==> src/rtl/fser_pkg.sv <==
// Shared constants and types for the framed word serializer.
// Assumes: frames are start(1) + data + stop(0); a long slot adds zero padding.
package fser_pkg;
    parameter int FSER_DATA_W  = 12;  // payload bits per word
    parameter int FSER_PAD_W   = 2;   // extra zero bits in a long slot
    parameter int FSER_CAD_N   = 3;   // slots per overclock cadence period

    typedef enum logic {
        CAD_STD  = 1'b0,
        CAD_OVCK = 1'b1
    } cadence_e;
endpackage

==> src/rtl/fser_capture.sv <==
// Strobe edge capture and one-word holding register.
// Captures data_i on a rising strobe. Flags overflow when a strobe finds the
// register full and not being drained in that same cycle; the new word is dropped.
// Assumes strobe_i is synchronous to clk.
module fser_capture #(
    parameter int DATA_W = fser_pkg::FSER_DATA_W
) (
    input  logic              clk,
    input  logic              rst_n,
    input  logic              clr_i,
    input  logic              strobe_i,
    input  logic [DATA_W-1:0] data_i,
    input  logic              consume_i,
    output logic              hold_v_o,
    output logic [DATA_W-1:0] hold_d_o,
    output logic              ovf_o
);
    logic              strobe_q;
    logic              hold_v_q;
    logic [DATA_W-1:0] hold_d_q;
    logic              ovf_q;
    logic              rise;

    // Detect a 0-to-1 transition of the strobe.
    assign rise = strobe_i & ~strobe_q;

    // Holding register, strobe history and sticky overflow flag.
    always_ff @(posedge clk) begin
        if (!rst_n || clr_i) begin
            strobe_q <= strobe_i;
            hold_v_q <= 1'b0;
            hold_d_q <= '0;
            ovf_q    <= 1'b0;
        end else begin
            strobe_q <= strobe_i;
            if (rise) begin
                if (hold_v_q && !consume_i) begin
                    ovf_q <= 1'b1;
                end else begin
                    hold_d_q <= data_i;
                    hold_v_q <= 1'b1;
                end
            end else if (consume_i) begin
                hold_v_q <= 1'b0;
            end
        end
    end

    assign hold_v_o = hold_v_q;
    assign hold_d_o = hold_d_q;
    assign ovf_o    = ovf_q;
endmodule

==> src/rtl/fser_slot_timer.sv <==
// Bit position within the current word slot, and the cadence phase.
// Standard cadence: every slot is FRAME_W bits. Overclock cadence: the last
// phase of each CAD_N-slot period is FRAME_W+PAD_W bits long.
// Assumes ovck_i is static while data flows.
module fser_slot_timer #(
    parameter int DATA_W = fser_pkg::FSER_DATA_W,
    parameter int PAD_W  = fser_pkg::FSER_PAD_W,
    parameter int CAD_N  = fser_pkg::FSER_CAD_N,
    localparam int FRAME_W = DATA_W + 2,
    localparam int LONG_W  = FRAME_W + PAD_W,
    localparam int IDX_W   = $clog2(LONG_W),
    localparam int PH_W    = (CAD_N > 1) ? $clog2(CAD_N) : 1
) (
    input  logic             clk,
    input  logic             rst_n,
    input  logic             clr_i,
    input  logic             bit_en_i,
    input  logic             ovck_i,
    output logic [IDX_W-1:0] idx_o,
    output logic             slot_start_o
);
    localparam logic [IDX_W-1:0] LAST_STD  = IDX_W'(FRAME_W - 1);
    localparam logic [IDX_W-1:0] LAST_LONG = IDX_W'(LONG_W - 1);
    localparam logic [PH_W-1:0]  LAST_PH   = PH_W'(CAD_N - 1);

    logic [IDX_W-1:0] idx_q;
    logic [PH_W-1:0]  phase_q;
    logic [IDX_W-1:0] last_idx;
    fser_pkg::cadence_e cad;

    assign cad = fser_pkg::cadence_e'(ovck_i);

    // Pick this slot's final bit position from the cadence and phase.
    always_comb begin
        if (cad == fser_pkg::CAD_OVCK && phase_q == LAST_PH) last_idx = LAST_LONG;
        else                                                  last_idx = LAST_STD;
    end

    // Advance the bit position and, at slot end, the cadence phase.
    always_ff @(posedge clk) begin
        if (!rst_n || clr_i) begin
            idx_q   <= '0;
            phase_q <= '0;
        end else if (bit_en_i) begin
            if (idx_q == last_idx) begin
                idx_q <= '0;
                if (cad == fser_pkg::CAD_OVCK) phase_q <= (phase_q == LAST_PH) ? '0 : phase_q + 1'b1;
                else                           phase_q <= '0;
            end else begin
                idx_q <= idx_q + 1'b1;
            end
        end
    end

    assign idx_o        = idx_q;
    assign slot_start_o = (idx_q == '0);
endmodule

==> src/rtl/fser_framer.sv <==
// Builds the serial bit stream and the forwarded clock.
// At a slot start it loads the held word (or zeros) into a shift register and
// emits the start bit; data goes out LSB first, then stop and padding zeros.
// Assumes idx_i and slot_start_i come from the slot timer for the same bit.
module fser_framer #(
    parameter int DATA_W = fser_pkg::FSER_DATA_W,
    parameter int IDX_W  = 4
) (
    input  logic              clk,
    input  logic              rst_n,
    input  logic              clr_i,
    input  logic              bit_en_i,
    input  logic              slot_start_i,
    input  logic [IDX_W-1:0]  idx_i,
    input  logic              hold_v_i,
    input  logic [DATA_W-1:0] hold_d_i,
    output logic              ser_o,
    output logic              fwd_clk_o,
    output logic              oe_o
);
    logic [DATA_W-1:0] sh_q;
    logic              ser_q;
    logic              fwd_q;
    logic              oe_q;
    logic              in_data;

    // Data bits occupy slot positions 1 through DATA_W.
    assign in_data = (idx_i != '0) && (idx_i <= IDX_W'(DATA_W));

    // Output registers: serial bit, clock pulse and enable.
    always_ff @(posedge clk) begin
        if (!rst_n || clr_i) begin
            sh_q  <= '0;
            ser_q <= 1'b0;
            fwd_q <= 1'b0;
            oe_q  <= 1'b0;
        end else begin
            oe_q  <= 1'b1;
            fwd_q <= bit_en_i;
            if (bit_en_i) begin
                if (slot_start_i) begin
                    ser_q <= hold_v_i;
                    sh_q  <= hold_v_i ? hold_d_i : '0;
                end else if (in_data) begin
                    ser_q <= sh_q[0];
                    sh_q  <= sh_q >> 1;
                end else begin
                    ser_q <= 1'b0;
                end
            end
        end
    end

    assign ser_o     = ser_q;
    assign fwd_clk_o = fwd_q;
    assign oe_o      = oe_q;
endmodule

==> src/rtl/frame_serializer.sv <==
// Top level of the framed word serializer: strobe capture, slot timing and
// framing. Power-down acts as a synchronous clear of every register.
// Assumes all inputs are synchronous to clk.
module frame_serializer #(
    parameter int DATA_W = fser_pkg::FSER_DATA_W,
    parameter int PAD_W  = fser_pkg::FSER_PAD_W,
    parameter int CAD_N  = fser_pkg::FSER_CAD_N
) (
    input  logic              clk,
    input  logic              rst_n,
    input  logic              pwrdn_i,
    input  logic              bit_en_i,
    input  logic              ovck_i,
    input  logic              strobe_i,
    input  logic [DATA_W-1:0] data_i,
    output logic              ser_o,
    output logic              fwd_clk_o,
    output logic              oe_o,
    output logic              ovf_o
);
    localparam int IDX_W = $clog2(DATA_W + 2 + PAD_W);

    logic              hold_v;
    logic [DATA_W-1:0] hold_d;
    logic [IDX_W-1:0]  idx;
    logic              slot_start;
    logic              consume;

    // The held word moves to the line when a slot starts on an enabled bit.
    assign consume = bit_en_i & slot_start;

    fser_capture #(.DATA_W(DATA_W)) u_capture (
        .clk       (clk),
        .rst_n     (rst_n),
        .clr_i     (pwrdn_i),
        .strobe_i  (strobe_i),
        .data_i    (data_i),
        .consume_i (consume),
        .hold_v_o  (hold_v),
        .hold_d_o  (hold_d),
        .ovf_o     (ovf_o)
    );

    fser_slot_timer #(.DATA_W(DATA_W), .PAD_W(PAD_W), .CAD_N(CAD_N)) u_timer (
        .clk          (clk),
        .rst_n        (rst_n),
        .clr_i        (pwrdn_i),
        .bit_en_i     (bit_en_i),
        .ovck_i       (ovck_i),
        .idx_o        (idx),
        .slot_start_o (slot_start)
    );

    fser_framer #(.DATA_W(DATA_W), .IDX_W(IDX_W)) u_framer (
        .clk          (clk),
        .rst_n        (rst_n),
        .clr_i        (pwrdn_i),
        .bit_en_i     (bit_en_i),
        .slot_start_i (slot_start),
        .idx_i        (idx),
        .hold_v_i     (hold_v),
        .hold_d_i     (hold_d),
        .ser_o        (ser_o),
        .fwd_clk_o    (fwd_clk_o),
        .oe_o         (oe_o)
    );
endmodule

==> config.mk <==
export PLATFORM = sky130hd
export DESIGN_NAME = frame_serializer
export DESIGN_NICKNAME = d
export VERILOG_FILES = /design/src/rtl/fser_pkg.sv /design/src/rtl/fser_capture.sv /design/src/rtl/fser_slot_timer.sv /design/src/rtl/fser_framer.sv /design/src/rtl/frame_serializer.sv
export SDC_FILE = /design/constraint.sdc
export NUM_CORES = 1
export LEC_CHECK = 0
export BUFFER_PORTS_ARGS = -buffer_cell sky130_fd_sc_hd__buf_2
export CAP_MARGIN = 20
export CELL_PAD_IN_SITES_DETAIL_PLACEMENT = 1
export CELL_PAD_IN_SITES_GLOBAL_PLACEMENT = 2
export CORE_MARGIN = 2
export CORE_UTILIZATION = 38
export CTS_CLUSTER_DIAMETER = 50
export DETAILED_ROUTE_END_ITERATION = 8
export GPL_ROUTABILITY_DRIVEN = 0
export HOLD_SLACK_MARGIN = 0.02
export PLACE_DENSITY = 0.81
export REMOVE_ABC_BUFFERS = 1
export SYNTH_ARGS = -nofsm -noshare
export SYNTH_HDL_FRONTEND = slang
export SYNTH_SLANG_ARGS = --single-unit
==> constraint.sdc <==
create_clock -name clk -period 3.8 [get_ports clk]
set_input_delay 0.38 -clock clk [delete_from_list [all_inputs] [get_ports clk]]
set_output_delay 0.38 -clock clk [all_outputs]
set_load 0.05 [all_outputs]
* Yosys cells after proc, flatten, opt, wreduce, memory -nomap -nowiden
Cells that the tools add are included.
Cells by class: add/subtract/negate cells 2, order comparisons 1, equality and inequality tests 3, multiplexer cells 13, bitwise operators 4, reductions and logical operators 15
Operators with widths (number):
- 12-bit two-way mux | 3
- 2-bit AND reduction | 5
- 1-bit two-way mux | 6
- 2-bit two-way mux | 3
- 4-bit by 1-bit adder with 4-bit output, second input constant | 1
- 4-bit equality test | 1
- 4-bit less-or-equal comparator, second input constant | 1
- 4-bit logical NOT | 1
- 4-bit two-way mux | 1
- 2-bit nonzero test | 2
- 4-bit nonzero test | 1
- 1-bit logical AND | 3
- 2-bit by 1-bit adder with 2-bit output, second input constant | 1
- 1-bit AND | 2
- 2-bit equality test, second input constant | 1
- 1-bit logical NOT | 2
- 2-bit != test, second input constant | 1
- 1-bit inverter | 2
- 1-bit logical OR | 1
Word-level totals: flip-flop bits (word level) 36, input bits 18, word-level logic and storage cells 48

* Depth between registers and ports, before layout
word-level depth 6, gate-level depth with buffers 7

* By module
Synthesis repeated with hierarchy kept, for this count alone.
Unflattened totals: cells, all modules 165, area total of the unflattened synthesis 1597.8 um^2
Modules (own cells, without submodules):
- fser_framer | times used 1, cells an instance 61, area an instance 651.9 um^2
- fser_capture | times used 1, cells an instance 64, area an instance 561.8 um^2
- fser_slot_timer | times used 1, cells an instance 39, area an instance 377.9 um^2
- frame_serializer | times used 1, cells an instance 1, area an instance 6.3 um^2

* Worst setup path before layout
OpenSTA, ideal clock, no wires.
kind register -> register, start reg u_timer.idx_q[1], in the netlist u_timer.idx_o[1], end reg u_framer.sh_q[7], library setup time 0.142 ns, arrival 1.538 ns, data required time 3.658 ns, path slack 2.120 ns, cell stages (with the launch flop) 8, path buffers 2, cells stage by stage dfxtp_1 -> buf_2 -> inv_1 -> ha_1 -> and4bb_1 -> buf_4 -> a221oi_1 -> a221oi_2
On the way: word-level cells in the longest chain between the ends 4
Ends and longest elaborated chain:
- start: declaration | RTL line fser_slot_timer.sv:26 | logic [IDX_W-1:0] idx_q;
- start signal: assignment | RTL line fser_slot_timer.sv:50 | idx_q <= idx_q + 1'b1;
- 4-bit less-or-equal comparator / 4-bit nonzero test (equally long branches) | RTL line fser_framer.sv:28 | assign in_data = (idx_i != '0) && (idx_i <= IDX_W'(DATA_W));
- 1-bit logical AND | RTL line fser_framer.sv:28
- 2-bit nonzero test (no source line)
- 2-bit AND reduction (no source line)
- end signal: assignment | RTL line fser_framer.sv:43 | sh_q <= hold_v_i ? hold_d_i : '0;
- end signal: assignment | RTL line fser_framer.sv:46 | sh_q <= sh_q >> 1;
- end: declaration | RTL line fser_framer.sv:21 | logic [DATA_W-1:0] sh_q;
Parallel ways exist; a longest one is shown, timed or not. A chain may end at the register's enable or synchronous reset.

* Final worst setup path
start reg u_timer.idx_q[1], in the netlist u_timer.idx_o[1], end reg u_framer.sh_q[0]
The elaborated chain is that of the path after synthesis.

==> impl_metrics.json <==
{
  "p_switching_uw": 187,
  "grt_pass1_vias": 1483,
  "fmax_ghz": 0.464,
  "critPathKind": "reg -> reg",
  "hp-class": "in -> reg",
  "drt_iter0_drc": 76,
  "maxSlewViolCount": 0,
  "firstDrtPassIters": 4,
  "r2r_cells": 5,
  "synthArstFlopShare_pct": 0,
  "h-tree-depth": 2,
  "status": "finished clean",
  "netlist_instances": 188,
  "clk_latency_ns": 0.29,
  "coreArea_sq_um": 4410,
  "slew-limit-headroom_pct": 31.8,
  "maxCapViolCount": 0,
  "grt_antenna_before_repair": 0,
  "arrival_ns": 2.26,
  "period_share_pct": 56.7,
  "die_area_sq_um": 5210,
  "place_ws_ns": 1.56,
  "numClockSinks": 36,
  "end_kind": "flip-flop",
  "diodes": 0,
  "vias": 1429,
  "period_minus_slack_ns": 2.15,
  "rsz0062_at_grt": "false",
  "num_rows": 24,
  "slowest_delay_ns": 0.56,
  "crit_family": "simple AND/OR/NAND/NOR gates",
  "syn_area_per_cell_sq_um": 9.40,
  "tns_ns": 0,
  "hold_viol_final": 0,
  "area_growth_pct": 9.62,
  "crit_fanout": 11,
  "worst-r2r-setup-slack_ns": 1.65,
  "grt_pass1_wl_um": 6960,
  "ys.flop_type": "dfxtp_1",
  "synth.cell_area_sq_um": 1770,
  "timing.final.ws_setup_ns": 1.65,
  "intPower_uw": 562,
  "r2r-end": "u_framer.sh_q[0]",
  "drtAntennaViolNets": 0,
  "power_frac_seq_pct": 52.6,
  "cts_tree": "built",
  "fp.dieH_um": 72.2,
  "ctsResizeCount": 0,
  "leakage_nw": 0.707,
  "fp.dieW_um": 72.2,
  "routedWlPerCell_um": 16.1,
  "yosys.area.top_type": "dfxtp_1",
  "final_util_pct": 43.9,
  "dpl.hpwl_um": 2680,
  "cts_made_buffers": 5,
  "yosysSeqAreaShare_pct": 40.8,
  "ys_ff_latch": 36,
  "clockPowerShare_pct": 37.7,
  "fin_cells": 253,
  "fin_nets": 220,
  "synth_edf_count": 0,
  "grt_overflow": 0,
  "yosys_warnings": 0,
  "switching_share_pct": 25.0,
  "cts_root_buffer": "clkbuf_8",
  "hold-path-endpoint": "u_capture.strobe_q",
  "tightest_slew_ns": 1.02,
  "synth_area_leaders": "dfxtp_1 41%, a221oi_2 8.5%, mux2i_1 6.8%",
  "finClkSkew_ns": 0.00683,
  "ir_drop_v": 0.000162,
  "ys_types": 42,
  "dp_cells": 245,
  "grt.total_usage_pct": 17.3,
  "p_comb_share_pct": 9.7,
  "clk_pin_slew_ns": 0.07,
  "yosysTopAreaCellShare_pct": 40.8,
  "path_buf_inv": 1,
  "cts-hold-fix-buffers": 0,
  "rr_startpoint": "u_timer.idx_o[1]",
  "slowest_stage": "nand2b_1",
  "cp.required_ns": 3.91,
  "cp-start-kind": "flip-flop",
  "drive_above_1_share_pct": 20.4,
  "pin_count": 22,
  "drc": 0,
  "postCtsSetupBuffers": 0,
  "crit_path_cell_trace": "inv_1 > ha_1 > and3b_1 > nand2b_1 > a221oi_1",
  "finalSetupViolations": 0,
  "portBuffers": 21,
  "finalWirelength_um": 4080,
  "clk_path_buf_depth": 2,
  "min-delay-start": "strobe_i",
  "post_drt_via_cell_ratio": 5.65,
  "whs_path_depth": 1,
  "start_util_pct": 40.1,
  "cellPowerDensity_nw_per_um2": 386,
  "power_uw": 749,
  "grt_max_degree": 32
}
[area by class of cell]
class,instances,area (sq um)
sequential,36,721
multi-input combinational,120,897
tap,52,65.1
inverter,16,60.1
fill,526,2480
timing repair buffer,21,105
clock buffer,8,90.1
[stage by stage]
stage          hold slack (ns)  area (sq um)
2_1_floorplan            0.408          1680
3_3_place_gp             0.446          1850
3_5_place_dp             0.450          1850
4_1_cts                  0.191          1940
5_1_grt                  0.195          1940
6_report                 0.203          1940
[registers in the layout, summed over array words and instances, names as in the netlist]
signal and flops:
u_timer.idx_o 4, u_capture.hold_d_o 12, u_capture.hold_v_o 1, u_capture.ovf_o 1
u_timer.phase_q 2, u_framer.ser_o 1, u_capture.strobe_q 1, u_framer.oe_o 1
u_framer.sh_q 12, u_framer.fwd_clk_o 1
[how the worst max path moves through the flow]
stage                      from            endpoint  slack [ns]  cells after the start
6_report       u_timer.idx_o[1]    u_framer.sh_q[0]        1.65                      5
5_1_grt        u_timer.idx_o[1]    u_framer.sh_q[0]        1.45                      5
4_1_cts        u_timer.idx_o[1]    u_framer.sh_q[0]        1.64                      5
3_5_place_dp            pwrdn_i  u_timer.phase_q[1]        1.56                      5
3_3_place_gp            pwrdn_i  u_timer.phase_q[1]        1.73                      5
2_1_floorplan  u_timer.idx_o[1]    u_framer.sh_q[0]        2.01                      5
[synthesized netlist by cell type, types with 2 or more instances]
master    instances
nand3_1           2
inv_1            15
clkbuf_1          2
a221oi_2         10
ha_1              2
nor3b_1           3
dfxtp_1          36
o21a_1            2
buf_2             9
mux2i_1          12
a221oi_1         12
o21ai_0          15
xnor2_1           2
nand2b_1          3
nor2_1            4
nand2_1          27
a21oi_1           4
nor2b_1           2
buf_4             3
[routing by layer]
metal | vias up | routed length, um | global-route usage (%)
met1 | 693 | 1900 | 21.5
met2 | 31 | 1950 | 27.1
met3 | 9 | 147 | 4.72
met4 | 0 | 82 | 9.85
li1 | 696 | - | -
met5 | - | 0 | 0
[cell families (layout without fill, tap and decap cells)]
family                   count (synthesis)  in the layout  synth area share (%)
buffers and inverters                   32             45                  8.49
multiplexers                            13             13                  7.43
AND/OR/NAND/NOR                         51             51                  15.9
adder cells (fa/ha/maj)                  2              2                  1.42
AO/OA/AOI/OAI                           51             51                  24.6
flip-flops                              36             36                  40.8
XOR/XNOR                                 3              3                  1.49
[cells in the final DEF (no fill, tap or decap), drive strengths merged]
cell / n
nand2b: 3
and2b: 1
a22oi: 1
a41o: 1
dfxtp: 36
xnor2: 2
mux2i: 12
a221oi: 22
nor3b: 3
nand3b: 1
and4bb: 1
nor2b: 2
o21ai: 15
a21oi: 4
nand4bb: 1
and4: 1
o31ai: 1
ha: 2
nand2: 27
mux2: 1
clkbuf: 8
o311ai: 1
nand3: 2
xor2: 1
o211a: 1
a211oi: 1
a31oi: 1
nand4: 1
o21a: 2
nor2: 4
or3: 1
and3: 1
a21boi: 1
nand4b: 1
inv: 16
and3b: 1
buf: 21
[power groups by stage]
stage	clock (mW)	sequential (mW)	combinational, mW
4_1_cts	0.296	0.394	0.0740
2_1_floorplan	0	0.405	0.0456
3_3_place_gp	0	0.402	0.0703
3_5_place_dp	0	0.402	0.0733
6_report	0.282	0.394	0.0726
5_1_grt	0.309	0.395	0.0812
Note: power is estimated with default switching activity, not from simulation.
